## config.mk

```make
export PLATFORM = sky130hd
export DESIGN_NAME = pgload_ctrl
export DESIGN_NICKNAME = d
export VERILOG_FILES = /design/src/rtl/pgl_pkg.sv /design/src/rtl/pgl_timer.sv /design/src/rtl/pgl_buffer.sv /design/src/rtl/pgload_ctrl.sv
export SDC_FILE = /design/constraint.sdc
export NUM_CORES = 1
export LEC_CHECK = 0
export BUFFER_PORTS_ARGS = -buffer_cell sky130_fd_sc_hd__clkbuf_2
export CORE_MARGIN = 2
export CORE_UTILIZATION = 27
export CTS_BUF_LIST = sky130_fd_sc_hd__clkbuf_2
export DETAILED_ROUTE_END_ITERATION = 10
export PLACE_DENSITY_LB_ADDON = 0.15
export SYNTH_ARGS = -nofsm -noshare
export SYNTH_HDL_FRONTEND = slang
export SYNTH_SLANG_ARGS = --single-unit
```

## constraint.sdc

```tcl
create_clock -name clk -period 7.32 [get_ports clk]
set_input_delay 1.464 -clock clk [delete_from_list [all_inputs] [get_ports clk]]
set_output_delay 1.464 -clock clk [all_outputs]
set_load 0.005 [all_outputs]
```

## src/rtl/pgl_pkg.sv

```systemverilog
package pgl_pkg;
  typedef enum logic [1:0] {
    ST_IDLE = 2'd0,
    ST_LOAD = 2'd1,
    ST_PROG = 2'd2
  } pgl_state_e;
endpackage

```

## src/rtl/pgl_timer.sv

```systemverilog
module pgl_timer #(
  parameter int LIMIT = 100
) (
  input  logic clk,
  input  logic rst_n,
  input  logic run,
  input  logic restart,
  input  logic tick,
  output logic expire
);
  localparam int CW = $clog2(LIMIT + 1);

  logic [CW-1:0] cnt_q;

  always_ff @(posedge clk or negedge rst_n) begin
    if (!rst_n)                cnt_q <= '0;
    else if (restart || !run)  cnt_q <= '0;
    else if (tick)             cnt_q <= cnt_q + 1'b1;
  end

  assign expire = run && !restart && tick && (cnt_q == CW'(LIMIT - 1));

  // count never passes the limit while the window is open
  p_cnt_bound_r9: assert property (@(posedge clk) disable iff (!rst_n)
    run |-> (cnt_q < CW'(LIMIT)));
  // a restart brings the count back to zero
  p_restart_clears_r9: assert property (@(posedge clk) disable iff (!rst_n)
    restart |=> (cnt_q == '0));
endmodule

```

## src/rtl/pgl_buffer.sv

```systemverilog
module pgl_buffer #(
  parameter int DATA_W = 16,
  parameter int DEPTH  = 64
) (
  input  logic                     clk,
  input  logic                     rst_n,
  input  logic                     clear,
  input  logic                     we,
  input  logic [$clog2(DEPTH)-1:0] waddr,
  input  logic [DATA_W-1:0]        wdata,
  input  logic [$clog2(DEPTH)-1:0] raddr,
  output logic [DATA_W-1:0]        rdata
);
  localparam int IW = $clog2(DEPTH);

  logic [DATA_W-1:0] mem_q [DEPTH];
  logic [DEPTH-1:0]  vld_q;

  for (genvar gi = 0; gi < DEPTH; gi++) begin : g_word
    logic hit;
    assign hit = we && (waddr == IW'(gi));

    always_ff @(posedge clk or negedge rst_n) begin
      if (!rst_n)     vld_q[gi] <= 1'b0;
      else if (clear) vld_q[gi] <= 1'b0;
      else if (hit)   vld_q[gi] <= 1'b1;
    end

    always_ff @(posedge clk) begin
      if (hit) mem_q[gi] <= wdata;
    end
  end

  assign rdata = vld_q[raddr] ? mem_q[raddr] : {DATA_W{1'b1}};

  // a write marks its own entry as loaded
  p_write_marks_r3: assert property (@(posedge clk) disable iff (!rst_n)
    (we && !clear) |=> vld_q[$past(waddr)]);
  // opening a window blanks every entry
  p_clear_blank_r5: assert property (@(posedge clk) disable iff (!rst_n)
    clear |=> (vld_q == '0));
endmodule

```

## src/rtl/pgload_ctrl.sv

```systemverilog
module pgload_ctrl #(
  parameter int ADDR_W        = 20,
  parameter int DATA_W        = 16,
  parameter int OFF_W         = 6,
  parameter int TIMEOUT_TICKS = 100
) (
  input  logic                    clk,
  input  logic                    rst_n,
  input  logic                    arm_i,
  input  logic                    wr_valid_i,
  output logic                    wr_ready_o,
  input  logic [ADDR_W-1:0]       wr_addr_i,
  input  logic [DATA_W-1:0]       wr_data_i,
  input  logic                    tick_us_i,
  input  logic [OFF_W-1:0]        rd_idx_i,
  output logic [DATA_W-1:0]       rd_data_o,
  output logic                    prog_start_o,
  output logic [ADDR_W-OFF_W-1:0] prog_page_o,
  output logic                    busy_o,
  input  logic                    eng_done_i,
  output logic                    page_err_o
);
  import pgl_pkg::*;

  localparam int PAGE_W = ADDR_W - OFF_W;
  localparam int DEPTH  = 1 << OFF_W;

  pgl_state_e        st_q;
  logic              got_any_q;
  logic              err_q;
  logic              start_q;
  logic [PAGE_W-1:0] page_q;

  logic [PAGE_W-1:0] page_in;
  logic              fire, page_ok, good, bad, open_win, expire;

  assign page_in  = wr_addr_i[ADDR_W-1:OFF_W];
  assign fire     = wr_valid_i && wr_ready_o;
  assign page_ok  = !got_any_q || (page_in == page_q);
  assign good     = fire && page_ok;
  assign bad      = fire && !page_ok;
  assign open_win = (st_q == ST_IDLE) && arm_i;

  pgl_timer #(.LIMIT(TIMEOUT_TICKS)) i_timer (
    .clk    (clk),
    .rst_n  (rst_n),
    .run    (st_q == ST_LOAD),
    .restart(good),
    .tick   (tick_us_i),
    .expire (expire)
  );

  pgl_buffer #(.DATA_W(DATA_W), .DEPTH(DEPTH)) i_buf (
    .clk  (clk),
    .rst_n(rst_n),
    .clear(open_win),
    .we   (good),
    .waddr(wr_addr_i[OFF_W-1:0]),
    .wdata(wr_data_i),
    .raddr(rd_idx_i),
    .rdata(rd_data_o)
  );

  always_ff @(posedge clk or negedge rst_n) begin
    if (!rst_n) begin
      st_q      <= ST_IDLE;
      got_any_q <= 1'b0;
      err_q     <= 1'b0;
      start_q   <= 1'b0;
      page_q    <= '0;
    end else begin
      start_q <= 1'b0;
      unique case (st_q)
        ST_IDLE: begin
          if (arm_i) begin
            st_q      <= ST_LOAD;
            got_any_q <= 1'b0;
            err_q     <= 1'b0;
          end
        end
        ST_LOAD: begin
          if (good) begin
            got_any_q <= 1'b1;
            if (!got_any_q) page_q <= page_in;
          end
          if (bad) err_q <= 1'b1;
          if (expire) begin
            if (got_any_q) begin
              st_q    <= ST_PROG;
              start_q <= 1'b1;
            end else begin
              st_q <= ST_IDLE;
            end
          end
        end
        ST_PROG: begin
          if (eng_done_i) st_q <= ST_IDLE;
        end
        default: st_q <= ST_IDLE;
      endcase
    end
  end

  assign wr_ready_o   = (st_q == ST_LOAD);
  assign busy_o       = (st_q == ST_PROG);
  assign prog_start_o = start_q;
  assign prog_page_o  = page_q;
  assign page_err_o   = err_q;

  // start is a single-cycle pulse
  p_start_pulse_r10: assert property (@(posedge clk) disable iff (!rst_n)
    prog_start_o |=> !prog_start_o);
  // busy holds until the engine reports done
  p_busy_hold_r10: assert property (@(posedge clk) disable iff (!rst_n)
    (busy_o && !eng_done_i) |=> busy_o);
  // once latched, the page does not move during the window
  p_page_stable_r7: assert property (@(posedge clk) disable iff (!rst_n)
    (st_q == ST_LOAD && got_any_q) |=> (prog_page_o == $past(prog_page_o)));
  // the error flag is sticky until a new window opens
  p_err_sticky_r8: assert property (@(posedge clk) disable iff (!rst_n)
    (page_err_o && !open_win) |=> page_err_o);
  // a start only follows a window that loaded something
  p_start_loaded_r11: assert property (@(posedge clk) disable iff (!rst_n)
    $rose(busy_o) |-> prog_start_o);
  // no transfer can happen while programming
  p_busy_no_ready_r12: assert property (@(posedge clk) disable iff (!rst_n)
    busy_o |-> !wr_ready_o);
endmodule

```

==> impl_metrics.env, run 1 <==
export IMPL_status="complete, no violations"
export IMPL_rsz0062_at_grt="no"
export IMPL_syn_area_um2=43300
export IMPL_post_cts_repair_setup_buffers=0
export IMPL_wl_per_cell_um=25.3
export IMPL_ant_nets=0
export IMPL_synth_edf_count=1024
export IMPL_worstHoldStart="wr_addr_i[9]"
export IMPL_cpMostUsedCell="clkbuf_2"
export IMPL_clock_skew_ns=0.185
export IMPL_cts_root_buffer="clkbuf_2"
export IMPL_power_density_nw_per_um2=243
export IMPL_path_max_fanout=21
export IMPL_syn_inst=2216
export IMPL_cpPeakStageDelay_ns=1.00
export IMPL_drive_gt1_frac=0.333
export IMPL_reg2reg_from="prog_page_o[0]"
export IMPL_cts_sinks=1114
export IMPL_min_period_ns=6.74
export IMPL_drv_cap=0
export IMPL_cp_data_arrival_time_ns=5.27
export IMPL_vias=23000
export IMPL_leakagePower_uw=0.0164
export IMPL_core_area_um2=159000
export IMPL_yosysSeqAreaShare=0.763
export IMPL_routed_wl_um=124000
export IMPL_synth_nets=2265
export IMPL_clk_pin_slew_ns=0.06
export IMPL_hold_violations=0
export IMPL_insertion_delay_ns=1.65
export IMPL_area_delta_synth_final_pct=14.1
export IMPL_antenna_found_initial=18
export IMPL_path_cells="clkbuf_2 -> or3_1 -> buf_4 -> nor2_1 -> a2111oi_0 -> a22oi_1 -> a31o_2 -> clkbuf_2"
export IMPL_grt_pass1_vias=24900
export IMPL_drt_iter0_drc=1944
export IMPL_dieArea_um2=163000
export IMPL_cts_buffer_depth=4
export IMPL_die_height_um=404
export IMPL_place_gp_congestion=0.779
export IMPL_avgSynthCellArea_um2=19.5
export IMPL_layout_nets=2666
export IMPL_initial_core_util=0.273
export IMPL_fin_util=0.311
export IMPL_drc=0
export IMPL_path_class="in2out"
export IMPL_wl_met3_um=8300
export IMPL_dp_hpwl_um=71400
export IMPL_finalCritPeriodShare=0.921
export IMPL_die_w_um=404
export IMPL_ys_flop_type="edfxtp_1"
export IMPL_cts_repair_resized=0
export IMPL_drtPass1Iterations=5
export IMPL_slew_headroom=0.191
export IMPL_cts_tree="built"
export IMPL_gr_total_overflow=0
export IMPL_r2r_cells=8
export IMPL_ys_types=49
export IMPL_synth_top_cell_area_share=0.711
export IMPL_via_per_inst=4.72
export IMPL_worst_pin_slew_ns=1.21
export IMPL_yosysTopAreaCell="edfxtp_1"
export IMPL_slew_viol_final=0
export IMPL_synthTopCellsByArea="edfxtp_1 (71%), mux4_2 (10%), dfrtp_1 (5.2%), mux2i_1 (2.2%), a22oi_1 (1.5%)"
export IMPL_grt_pass1_wl_um=177000
export IMPL_cp_start_kind="input port"
export IMPL_wl_met1_um=51800
export IMPL_io_pins=82
export IMPL_hold_path_class="in2reg"
export IMPL_ys_warn_count=0
export IMPL_grt_use_total=0.152
export IMPL_rows=146
export IMPL_end_kind="output pin"
export IMPL_cp_slowest_cell="a2111oi_0"
export IMPL_crit_required_ns=5.86
export IMPL_max_freq_mhz=148
export IMPL_wl_met2_um=60600
export IMPL_setup_violations=0
export IMPL_cts_htree_levels=5
export IMPL_ys_seq_elements=1114
export IMPL_grt_max_degree=69
export IMPL_rrSetupSlack_ns=3.59
export IMPL_port_buffers=81
export IMPL_maxUsedRoutingLayer="met4"
export IMPL_fin_total_pwr_uw=12000
export IMPL_fin_setup_tns_ns=0
export IMPL_worst_ir_drop_vdd_uv=162
export IMPL_ys_async_sr_fraction=0.0808
export IMPL_cts_made_buffers=311
export IMPL_worstHoldEndpoint="prog_page_o[3]"
export IMPL_r2r_end="i_buf.mem_q[44][4]"
export IMPL_whs_path_depth=2
-- cells in the final DEF, fill, tap and decap left out, types with 30 or more instances in the layout --
cell type     n
mux4_2      198
a2111oi_0    30
mux2i_1      97
edfxtp_1   1024
nand2_1      83
nand3_1      36
nor2_1      115
dfrtp_1      90
clkbuf_2    511
mux2_2       46
buf_4       117
o21ai_0     125
a22oi_1      88
clkinv_1     53
a21oi_1      35
-- synthesized netlist by cell type, types with 2 or more instances --
cell       number
a2111oi_0      32
a21boi_0        2
a21oi_1        35
a22oi_1        88
a31o_1          3
a31o_2         14
and2_1         10
buf_1           9
buf_2          39
buf_4           3
buf_6           6
clkbuf_1       68
dfrtp_1        90
edfxtp_1     1024
mux2_2         46
mux2i_1        97
mux4_1          9
mux4_2        198
nand2_1        84
nand2b_1        2
nand3_1        37
nand3b_1        2
nand4_1         4
nor2_1        135
nor2b_1         7
nor3b_1         2
nor4_1          3
o21ai_0       125
o21ai_1         4
xnor2_1         7
xor2_1         13
-- timing repair --
action | 4_1_cts | 5_1_grt
endpoints found under the setup margin | 0 | 0
hold buffers | 14 | 0
endpoints found under the hold margin | 35 | 0
-- registers in the layout (all words and copies together), names as in the netlist --
register / flops
page_err_o: 1
st_q: 2
i_buf.vld_q: 64
prog_page_o: 14
got_any_q: 1
prog_start_o: 1
i_timer.cnt_q: 7
i_buf.mem_q: 1024
-- cell type report --
cell class	count	area [um2]
Tap cell	2072	2590
Fill cell	15500	109000
Clock inverter	64	303
Sequential cell	1114	33000
Clock buffer	434	2170
Multi-Input combinational cell	973	9720
Timing Repair Buffer	217	1560
Antenna cell	8	20.0
-- critical path: cells and delay by family --
kind                   cells  cell delay [ns]
AOI/OAI and AO/OA          3             1.88
buffers and inverters      3             1.04
and+or+nand+nor            2             0.86
-- kinds of logic (layout without fill, tap and decap cells) --
family | count (synthesis) | in the layout | synth area share
AND/OR/NAND/NOR | 294 | 294 | 0.0294
buffers and inverters | 129 | 715 | 0.0143
multiplexers | 351 | 351 | 0.144
adder cells (fa/ha/maj) | 1 | 1 | 0.000289
other | 0 | 8 | 0
AO/OA/AOI/OAI | 307 | 307 | 0.0456
XOR/XNOR | 20 | 20 | 0.00405
flip-flops | 1114 | 1114 | 0.763
-- where the power goes --
group	switching [uW]	internal, uW
registers	51.4	7000
clock network	2520	1640
logic	505	288
-- per-stage QoR --
step                hold slack [ns]  instances  instance area (um2)  worst slack (ns)
global route                 0.0958       4876                49400             0.567
detailed placement            0.468       4362                46700             0.692
global placement              0.454       4362                46700             0.812
CTS                         0.00272       4874                49300             0.682
floorplan                     0.442       2216                43300              2.52
finish                        0.279       4882                49400             0.581
-- how the worst max path moves through the flow --
stage / startpoint / endpoint / slack (ns) / cells after the start
global route: rd_idx_i[2] / rd_data_o[5] / 0.57 / 8
global placement: rd_idx_i[2] / rd_data_o[5] / 0.81 / 8
detailed placement: rd_idx_i[2] / rd_data_o[5] / 0.69 / 8
floorplan: rd_idx_i[1] / rd_data_o[10] / 2.52 / 8
finish: rd_idx_i[2] / rd_data_o[5] / 0.58 / 8
CTS: rd_idx_i[2] / rd_data_o[5] / 0.68 / 8
-- metal layers --
metal,vias to the layer above,track usage
li1,9999,-
met3,181,0.0373
met4,0,0.0532
met1,12200,0.196
met5,-,0
met2,712,0.249
No activity file was read; power rests on OpenSTA's default activity.
==> run 2, diff against run 1 <==
Settings changed: CORE_MARGIN 2 to 8, CTS_BUF_LIST sky130_fd_sc_hd__clkbuf_2 to unset, GPL_ROUTABILITY_DRIVEN set to 0.
==> run 2 against run 1 <==
Critical path type unchanged; sequential share of layout area shrank 1.2 points; die area rose by 6.0%; non-clock buffer count shrank 16; critical path depth up 1; first-iteration DRC count shrank 23%; clock power grew 33%; final area is 1.8% higher; largest power group unchanged; maximum frequency down 0.72%.
==> impl_metrics.env, run 2 (same netlist as run 1, synthesis figures left out) <==
export IMPL_status="complete, no violations"
export IMPL_power_density_nw_per_um2=265
export IMPL_leakagePower_uw=0.0161
export IMPL_path_max_fanout=27
export IMPL_layout_commonest_cell="edfxtp_1"
export IMPL_swShare=0.225
export IMPL_hold_path_class="reg2reg"
export IMPL_path_cells="clkbuf_2 -> buf_4 -> nor2_4 -> nand2_1 -> nor2_1 -> a2111oi_0 -> a22oi_1 -> a31o_2 -> clkbuf_2"
export IMPL_cts_hold_buf=0
export IMPL_cts_htree_levels=3
export IMPL_die_w_um=416
export IMPL_p_comb_frac=0.058
export IMPL_max_freq_mhz=147
export IMPL_cts_made_buffers=118
export IMPL_ant_nets=0
export IMPL_largest_register_ffs=1024
export IMPL_post_cts_repair_setup_buffers=0
export IMPL_largest_register="i_buf.mem_q"
export IMPL_min_period_ns=6.79
export IMPL_final_cell_mix="edfxtp_1 (1024), mux4_2 (198), o21ai_0 (125), clkbuf_16 (120), nor2_1 (118)"
export IMPL_grt_pass1_vias=22900
export IMPL_drv_cap=0
export IMPL_seq_power_share=0.530
export IMPL_io_pins=82
export IMPL_dp_cells=4374
export IMPL_path_class="in2out"
export IMPL_clock_skew_ns=0.0566
export IMPL_cts_sinks=1114
export IMPL_vias=21700
export IMPL_cts_root_buffer="clkbuf_16"
export IMPL_setup_violations=0
export IMPL_seqCellArea_um2=33000
export IMPL_fin_setup_tns_ns=0
export IMPL_cp_num_cells=9
export IMPL_pwr_share_clk=0.413
export IMPL_multiInputGateArea_um2=9710
export IMPL_cts_buffer_depth=3
export IMPL_cpMostUsedCell="clkbuf_2"
export IMPL_cpPeakStageDelay_ns=1.14
export IMPL_cts_tree="built"
export IMPL_cp_slowest_cell="a2111oi_0"
export IMPL_worst_pin_slew_ns=1.32
export IMPL_worst_ir_drop_vdd_uv=197
export IMPL_power_internal_uw=10300
export IMPL_finalCritPeriodShare=0.927
export IMPL_crit_end="rd_data_o[7]"
export IMPL_port_buffers=81
export IMPL_drtPass1Iterations=5
export IMPL_end_kind="output pin"
export IMPL_cp_startpoint="rd_idx_i[2]"
export IMPL_rows=147
export IMPL_crit_required_ns=5.86
export IMPL_wl_per_cell_um=26.3
export IMPL_r2r_end="i_buf.mem_q[36][0]"
export IMPL_routed_wl_um=121000
export IMPL_cp_data_arrival_time_ns=5.32
export IMPL_area_delta_synth_final_pct=16.1
export IMPL_clk_pin_slew_ns=0.06
export IMPL_gr_total_overflow=0
export IMPL_initial_core_util=0.271
export IMPL_cp_start_kind="input port"
export IMPL_rsz0062_at_grt="no"
export IMPL_crit_family="compound AO/OA/AOI/OAI gates"
export IMPL_grt_pass1_wl_um=173000
export IMPL_slew_viol_final=0
export IMPL_reg2reg_from="prog_page_o[0]"
export IMPL_grt_use_total=0.137
export IMPL_cp_num_buf_inv=3
export IMPL_dp_hpwl_um=70900
export IMPL_drc=0
export IMPL_insertion_delay_ns=0.75
export IMPL_slew_headroom=0.0943
export IMPL_grt_max_degree=68
export IMPL_die_height_um=416
export IMPL_hold_violations=0
export IMPL_r2r_cells=7
export IMPL_cts_repair_resized=0
export IMPL_via_per_inst=4.73
export IMPL_layout_nets=2457
export IMPL_drt_iter0_drc=1502
export IMPL_final_cells=4599
export IMPL_antenna_found_initial=6
export IMPL_switching_power_uw=2990
export IMPL_rrSetupSlack_ns=3.61
export IMPL_fill_cells=15300
export IMPL_core_area_um2=160000
export IMPL_drive_gt1_frac=0.251
export IMPL_dieArea_um2=173000
## run 2: cell count changes in the layout (fill, tap and decap cells not counted), sizes merged
cell	previous run	this run
buf	126	123
bufinv	2	1
dlygate4sd3	14	0
clkinv	61	54
diode	8	9
clkbuf	511	238
## run 2: power by group through the flow
| stage | logic [uW] | registers, uW | clock network, uW |
|---|---|---|---|
| global placement | 779 | 7190 | 0 |
| CTS | 792 | 7060 | 5690 |
| detailed placement | 791 | 7190 | 0 |
| global route | 827 | 7070 | 5920 |
| floorplan | 395 | 7190 | 0 |
| finish | 767 | 7060 | 5500 |
## run 2: worst min-delay path by stage
stage                          from               to  cells past startpoint
finish              i_buf.vld_q[45]  i_buf.vld_q[45]                      2
global route        i_buf.vld_q[47]  i_buf.vld_q[47]                      2
CTS                 i_buf.vld_q[37]  i_buf.vld_q[37]                      2
detailed placement  i_buf.vld_q[37]  i_buf.vld_q[37]                      2
global placement    i_buf.vld_q[39]  i_buf.vld_q[39]                      2
floorplan           i_buf.vld_q[17]  i_buf.vld_q[17]                      2
## run 2: stage by stage
stage | area [um2] | setup slack [ns] | util | power [uW] | hold slack [ns]
floorplan | 43300 | 2.52 | - | 7580 | 0.442
global placement | 46700 | 0.697 | 0.292 | 7970 | 0.453
detailed placement | 46700 | 0.683 | 0.292 | 7990 | 0.467
CTS | 50200 | 0.670 | 0.314 | 13500 | 0.480
global route | 50200 | 0.431 | 0.314 | 13800 | 0.507
finish | 50200 | 0.532 | 0.314 | 13300 | 0.476
## run 2: layer usage
metal / vias to the layer above / GRT usage / share of wire
met1: 11700 / 0.179 / 0.43
met2: 464 / 0.231 / 0.50
met5: - / 0 / 0
li1: 9429 / - / -
met3: 134 / 0.0221 / 0.042
met4: 0 / 0.0441 / 0.027
## run 2: worst register-to-register path, stage by stage, from the launching register on
cell,delay (ns)
dfrtp_1,0.40
xor2_1,0.17
nor4_1,0.38
nand2_1,0.16
o41ai_4,0.47
or3b_1,0.55
buf_4,0.30
nor2_2,0.91
## run 2: layout make-up
cell class / count / area share
Sequential cell: 1114 / 0.657
Multi-Input combinational cell: 973 / 0.193
Clock buffer: 160 / 0.0632
Tap cell: 2086 / 0.0519
Timing Repair Buffer: 201 / 0.0279
Clock inverter: 56 / 0.00647
Antenna cell: 9 / 0.000448
